<file path="src/rtl/addr_latch_pkg.sv">
package addr_latch_pkg;

  typedef enum logic [1:0] {
    MODE_DECODE = 2'b00,
    MODE_CLEAR  = 2'b01,
    MODE_WRITE  = 2'b10,
    MODE_HOLD   = 2'b11
  } modeT;

  // strobes from control to datapath
  typedef struct packed {
    logic wrSel;     // load dIn into the addressed cell
    logic zeroSel;   // load 0 into the addressed cell
    logic zeroRest;  // load 0 into all non-addressed cells
    logic liveSel;   // addressed output shows dIn
    logic blankSel;  // addressed output forced low
    logic blankRest; // non-addressed outputs forced low
  } strobeT;

endpackage

</file>
<file path="src/rtl/addr_latch_ctrl.sv">
module addr_latch_ctrl
  import addr_latch_pkg::*;
(
  input  logic   clrN,
  input  logic   enN,
  output strobeT stb
);

  modeT mode;

  always_comb begin
    mode = modeT'({clrN, enN});
    stb  = '0;
    unique case (mode)
      MODE_HOLD: begin
        stb = '0;
      end
      MODE_WRITE: begin
        stb.wrSel   = 1'b1;
        stb.liveSel = 1'b1;
      end
      MODE_DECODE: begin
        stb.wrSel     = 1'b1;
        stb.zeroRest  = 1'b1;
        stb.liveSel   = 1'b1;
        stb.blankRest = 1'b1;
      end
      MODE_CLEAR: begin
        stb.zeroSel   = 1'b1;
        stb.zeroRest  = 1'b1;
        stb.blankSel  = 1'b1;
        stb.blankRest = 1'b1;
      end
      default: stb = '0;
    endcase
  end

endmodule

</file>
<file path="src/rtl/addr_latch_dp.sv">
module addr_latch_dp
  import addr_latch_pkg::*;
#(
  parameter int ADDR_W = 3,
  localparam int CELLS = 1 << ADDR_W
) (
  input  logic              clk,
  input  logic              dIn,
  input  logic [ADDR_W-1:0] addr,
  input  strobeT            stb,
  output logic [CELLS-1:0]  q
);

  logic [CELLS-1:0] cells;

  for (genvar i = 0; i < CELLS; i++) begin : g_cell
    logic hit;
    logic nxt;

    assign hit = (addr == ADDR_W'(i));

    always_comb begin
      if (hit) begin
        if (stb.wrSel)        nxt = dIn;
        else if (stb.zeroSel) nxt = 1'b0;
        else                  nxt = cells[i];
      end else begin
        nxt = stb.zeroRest ? 1'b0 : cells[i];
      end
    end

    always_comb begin
      if (hit) begin
        if (stb.liveSel)       q[i] = dIn;
        else if (stb.blankSel) q[i] = 1'b0;
        else                   q[i] = cells[i];
      end else begin
        q[i] = stb.blankRest ? 1'b0 : cells[i];
      end
    end

    always_ff @(posedge clk) begin
      cells[i] <= nxt;
    end
  end

endmodule

</file>
<file path="src/rtl/addr_latch.sv">
module addr_latch
  import addr_latch_pkg::*;
#(
  parameter int ADDR_W = 3,
  localparam int CELLS = 1 << ADDR_W
) (
  input  logic              clk,
  input  logic              dIn,
  input  logic [ADDR_W-1:0] addr,
  input  logic              enN,
  input  logic              clrN,
  output logic [CELLS-1:0]  q
);

  strobeT stb;

  addr_latch_ctrl u_ctrl (
    .clrN (clrN),
    .enN  (enN),
    .stb  (stb)
  );

  addr_latch_dp #(.ADDR_W(ADDR_W)) u_dp (
    .clk  (clk),
    .dIn  (dIn),
    .addr (addr),
    .stb  (stb),
    .q    (q)
  );

endmodule

</file>
<file path="config.mk">
export PLATFORM = sky130hd
export DESIGN_NAME = addr_latch
export DESIGN_NICKNAME = d
export VERILOG_FILES = /design/src/rtl/addr_latch_pkg.sv /design/src/rtl/addr_latch_ctrl.sv /design/src/rtl/addr_latch_dp.sv /design/src/rtl/addr_latch.sv
export SDC_FILE = /design/constraint.sdc
export NUM_CORES = 1
export LEC_CHECK = 0
export BUFFER_PORTS_ARGS = -buffer_cell sky130_fd_sc_hd__buf_2
export CELL_PAD_IN_SITES_DETAIL_PLACEMENT = 1
export CELL_PAD_IN_SITES_GLOBAL_PLACEMENT = 2
export CORE_MARGIN = 2
export CORE_UTILIZATION = 33
export DETAILED_ROUTE_END_ITERATION = 8
export GPL_TIMING_DRIVEN = 1
export PLACE_DENSITY_LB_ADDON = 0.08
export SYNTH_ARGS = -nofsm -noshare
export SYNTH_HDL_FRONTEND = slang
export SYNTH_HIERARCHICAL = 1
export SYNTH_SLANG_ARGS = --single-unit
</file>
<file path="constraint.sdc">
create_clock -name clk -period 3.33 [get_ports clk]
set_input_delay 0.999 -clock clk [delete_from_list [all_inputs] [get_ports clk]]
set_output_delay 0.999 -clock clk [all_outputs]
set_load 0.05 [all_outputs]
</file>
After elaboration in Yosys (flattened, before gate mapping)
Index checks and enable logic that the tools add are counted.
{"block": "totals", "ff_bits": 8, "latchBits": 0, "ram_bits": 0, "rom_bits": 0, "inputBits": 7, "out_inout_bits": 8, "word_cells": 56, "memories": 0}
{"block": "classes", "addsub": 0, "n_mul": 0, "n_div": 0, "n_lt_le_gt_ge": 0, "eq_ne": 9, "n_shift": 0, "mux": 35, "n_bitwise": 0, "n_reduce_logical": 4}
{"cell": "1-bit two-way mux", "n": 35}
{"cell": "3-bit equality test (second input constant)", "n": 4}
{"cell": "3-bit by 2-bit equality test with 1-bit output (second input constant)", "n": 2}
{"cell": "2-bit OR reduction", "n": 2}
{"cell": "3-bit by 1-bit equality test with 1-bit output (second input constant)", "n": 1}
{"cell": "3-bit zero test", "n": 1}
{"cell": "2-bit by 1-bit equality test with 1-bit output (second input constant)", "n": 1}
{"cell": "2-bit equality test (second input constant)", "n": 1}
{"cell": "2-bit zero test", "n": 1}

Logic depth before layout (Yosys ltp)
{"block": "logic_depth", "word_depth": 5, "ltp_mapped": 5, "depth_no_buf": 4}

Hierarchy
Netlist, hierarchy kept.
{"mod": "addr_latch_dp", "instances": 1, "cells_per_inst": 64, "area_each_um2": 605.6, "seq_area_each_um2": 240.2}
{"mod": "addr_latch_ctrl", "instances": 1, "cells_per_inst": 6, "area_each_um2": 43.8, "seq_area_each_um2": 0.0}

Worst setup path after synthesis
No wires, ideal clock.
{"block": "synth_path", "path_type": "input -> output", "start": "input enN", "end": "output q[3]", "arrival_time_ns": 2.127, "required_ns": 2.331, "path_slack_ns": 0.204, "cell_stages": 5, "path_buffers": 1, "path_cell_list": "nor2b_4 -> or2_2 -> clkbuf_1 -> mux2i_1 -> o2bb2ai_1"}
{"block": "synth_via", "elab_chain_cells": 5, "word_cells_on_any_way": 12, "classes_between": "eq/ne (2); mux (7); reduce/logical (3)"}
{"item": "start: declaration", "line_no": "addr_latch.sv:10", "source": "input logic enN,"}
{"item": "2-bit by 1-bit equality test with 1-bit output (tied with other cells)", "line_no": "addr_latch_ctrl.sv:14", "source": "unique case (mode)"}
{"item": "2-bit OR reduction (no line) or 1-bit two-way mux (tied branches)"}
{"item": "1-bit two-way mux, on equally long branches", "line_no": "addr_latch_ctrl.sv:14, addr_latch_dp.sv:35"}
{"item": "1-bit two-way mux, on equally long branches"}
{"item": "1-bit two-way mux *"}
{"item": "end: declaration", "line_no": "addr_latch.sv:12", "source": "output logic [CELLS-1:0] q"}
Every way passes the cells marked *; elsewhere a longest branch is shown, timed or not.

==> flow_summary.ini <==
[timing]
slew_viol_final = 0
hold_viol = 0
setup_viol = 0
tightest_slew_ns = 0.583
fmax_ghz = 0.315
rsz0062_at_grt = false
period_minus_slack_ns = 3.17
fin_setup_tns_ns = 0
maxSlewHeadroom = 0.610
period_share = 0.953
hold_ws_ns = 1.14

[detailed_routing]
drtIter0Drc = 6
route.vias.total = 577
wire_per_inst_um = 14.0
drt_first_pass_iters = 5
routed_via_density = 5.06
drc = 0
wl_um = 1600
postRouteAntennaNets = 0

[synth]
synth_area_um2 = 649
yosysWarnings = 6
yosysSeqAreaShare = 0.370
synth_edf_count = 8
synth.area.top_cells = edfxtp_1 37%, mux2i_1 12%, nor3b_2 5.8%, a22o_1 5.4%, o2bb2ai_1 5.4%
synthCells = 70
ys.flop_type = edfxtp_1
synthDistinctLibCells = 20
ys_async_sr_fraction = 0
ys_seq_elements = 8
synthesis.nets = 77
avgSynthCellArea_um2 = 9.28
yosys.area.top_type = edfxtp_1
yosysTopAreaCellShare = 0.370
synth_most_common_cell = nor2_1
synth_common_cells = 9 x nor2_1, 8 x edfxtp_1, 8 x mux2i_1

[run]
drv_cap = 0

[finish]
largest_reg_flops = 8
drive_gt1_frac = 0.322
seq_area_um2 = 240
multiInputGateArea_um2 = 368
top_register = u_dp/cells
diodes = 0
area_growth_syn_to_layout_pct = 21.2
layout.nets = 96
post-route-util = 0.414
reg_top3 = u_dp/cells x8
fill_cells = 226

[clocking]
cts.clk_slew.worst_paths_ns = 0.06
hold_buffers = 0
cts_setup_buffers = 0
cts.path.max_buffers = 2
root_buffer = clkbuf_4
cts-resized-gates = 0
cts-buffers-inserted = 3
htree_levels = 1
cts_tree = yes
clock-sinks = 8

[global_route]
antenna_found_initial = 0
grt_max_degree = 16
grt_pass1_wl_um = 2650
grt_use_total = 0.149
gr-total-overflow = 0
grt_pass1_vias = 594

[power_and_ir_drop]
power.switching_mw = 0.105
pwr-share-seq = 0.411
peakVddDrop_uv = 164
power_density_nw_per_um2 = 377
clkPwrFrac = 0.270
intPower_mw = 0.191
switching_share = 0.355
leakage_nw = 0.360
combPwrFrac = 0.319

[setup_path]
worstSetupStartpointType = primary input
cp.required_ns = 2.33
cp-endpoint = q[0]
path_class = in -> out
critPathMaxFanout = 8
critical_path_arrival_ns = 2.17
cp-startpoint = enN
worstSetupEndpointType = primary output

[worst_hold_path]
hp-class = in -> reg

[outcome]
status = finished clean

[floorplan]
die_w_um = 48.4
core_um2 = 1900
die_h_um = 48.4
rows = 16
initial_utilization = 0.341
ioPinCount = 15
dieArea_um2 = 2340

[place]
dpl.hpwl_um = 1130
numPortBuffers = 14
gp_congestion = 0.699
-- worst min path at each step --
| stage | endpoint | cells past startpoint | slack (ns) | start |
|---|---|---|---|---|
| after global placement | u_dp/cells[0] | 2 | 1.42 | dIn |
| after detailed placement | u_dp/cells[2] | 2 | 1.41 | dIn |
| after floorplan | u_dp/cells[0] | 1 | 1.23 | dIn |
| after CTS | u_dp/cells[2] | 2 | 1.14 | dIn |
| after global routing | u_dp/cells[4] | 2 | 1.16 | dIn |
| final | u_dp/cells[2] | 2 | 1.14 | dIn |
-- per-stage QoR --
| step | cells | worst slack, ns | power (mW) | instance area, µm² |
|---|---|---|---|---|
| 3_3_place_gp | 111 | 0.183 | 0.217 | 764 |
| 5_1_grt | 114 | 0.0789 | 0.313 | 787 |
| 3_5_place_dp | 111 | 0.141 | 0.219 | 764 |
| 2_1_floorplan | 70 | 0.204 | 0.193 | 649 |
| 6_report | 114 | 0.157 | 0.296 | 787 |
| 4_1_cts | 114 | 0.133 | 0.302 | 787 |
-- cell families (layout without fill, tap and decap cells) --
| group | count (synthesis) | after routing | share of synthesized area |
|---|---|---|---|
| mux | 8 | 8 | 0.123 |
| simple gates | 30 | 30 | 0.274 |
| compound gates | 16 | 16 | 0.170 |
| flops | 8 | 8 | 0.370 |
| buf+inv | 8 | 25 | 0.0636 |
-- final cells by class --
cell class	count	area share
multi-input cells	54	0.467
flip-flops and latches	8	0.305
repair buffers	20	0.146
well taps	27	0.0429
clock buffers	3	0.0286
inverters	2	0.00954
-- layout by cell type (no fill, tap or decap) --
master and instances:
nand2_1 6, o2bb2ai_1 4, inv_1 2, buf_4 6, a21oi_1 4, edfxtp_1 8
nor3_1 1, nor2_1 9, or2_2 1, nor3b_2 3, nand3b_1 3, nor2b_4 1
o21ai_0 4, clkbuf_4 3, mux2i_1 8, and3_1 4, nand3_1 1, buf_2 14
and2_1 1, a22o_1 4
-- critical path, stage by stage --
cell	delay (ns)
buf_2	0.11
nor2b_4	0.12
or2_2	0.37
mux2i_1	0.16
a22o_1	0.15
buf_2	0.26
-- layer usage --
layer	vias to the layer above	track usage	part of all wire
li1	293	-	-
met1	275	0.184	0.48
met2	9	0.250	0.49
met3	0	0.0278	0.029
met4	0	0.0714	0
met5	-	0	0
-- power by group through the flow --
stage	sequential [mW]	combinational, mW	clock, mW
final	0.122	0.0945	0.0800
after global routing	0.123	0.102	0.0887
after CTS	0.122	0.0955	0.0846
after detailed placement	0.124	0.0952	0
after global placement	0.124	0.0930	0
after floorplan	0.123	0.0697	0
Note: power is estimated with default switching activity, not from simulation.
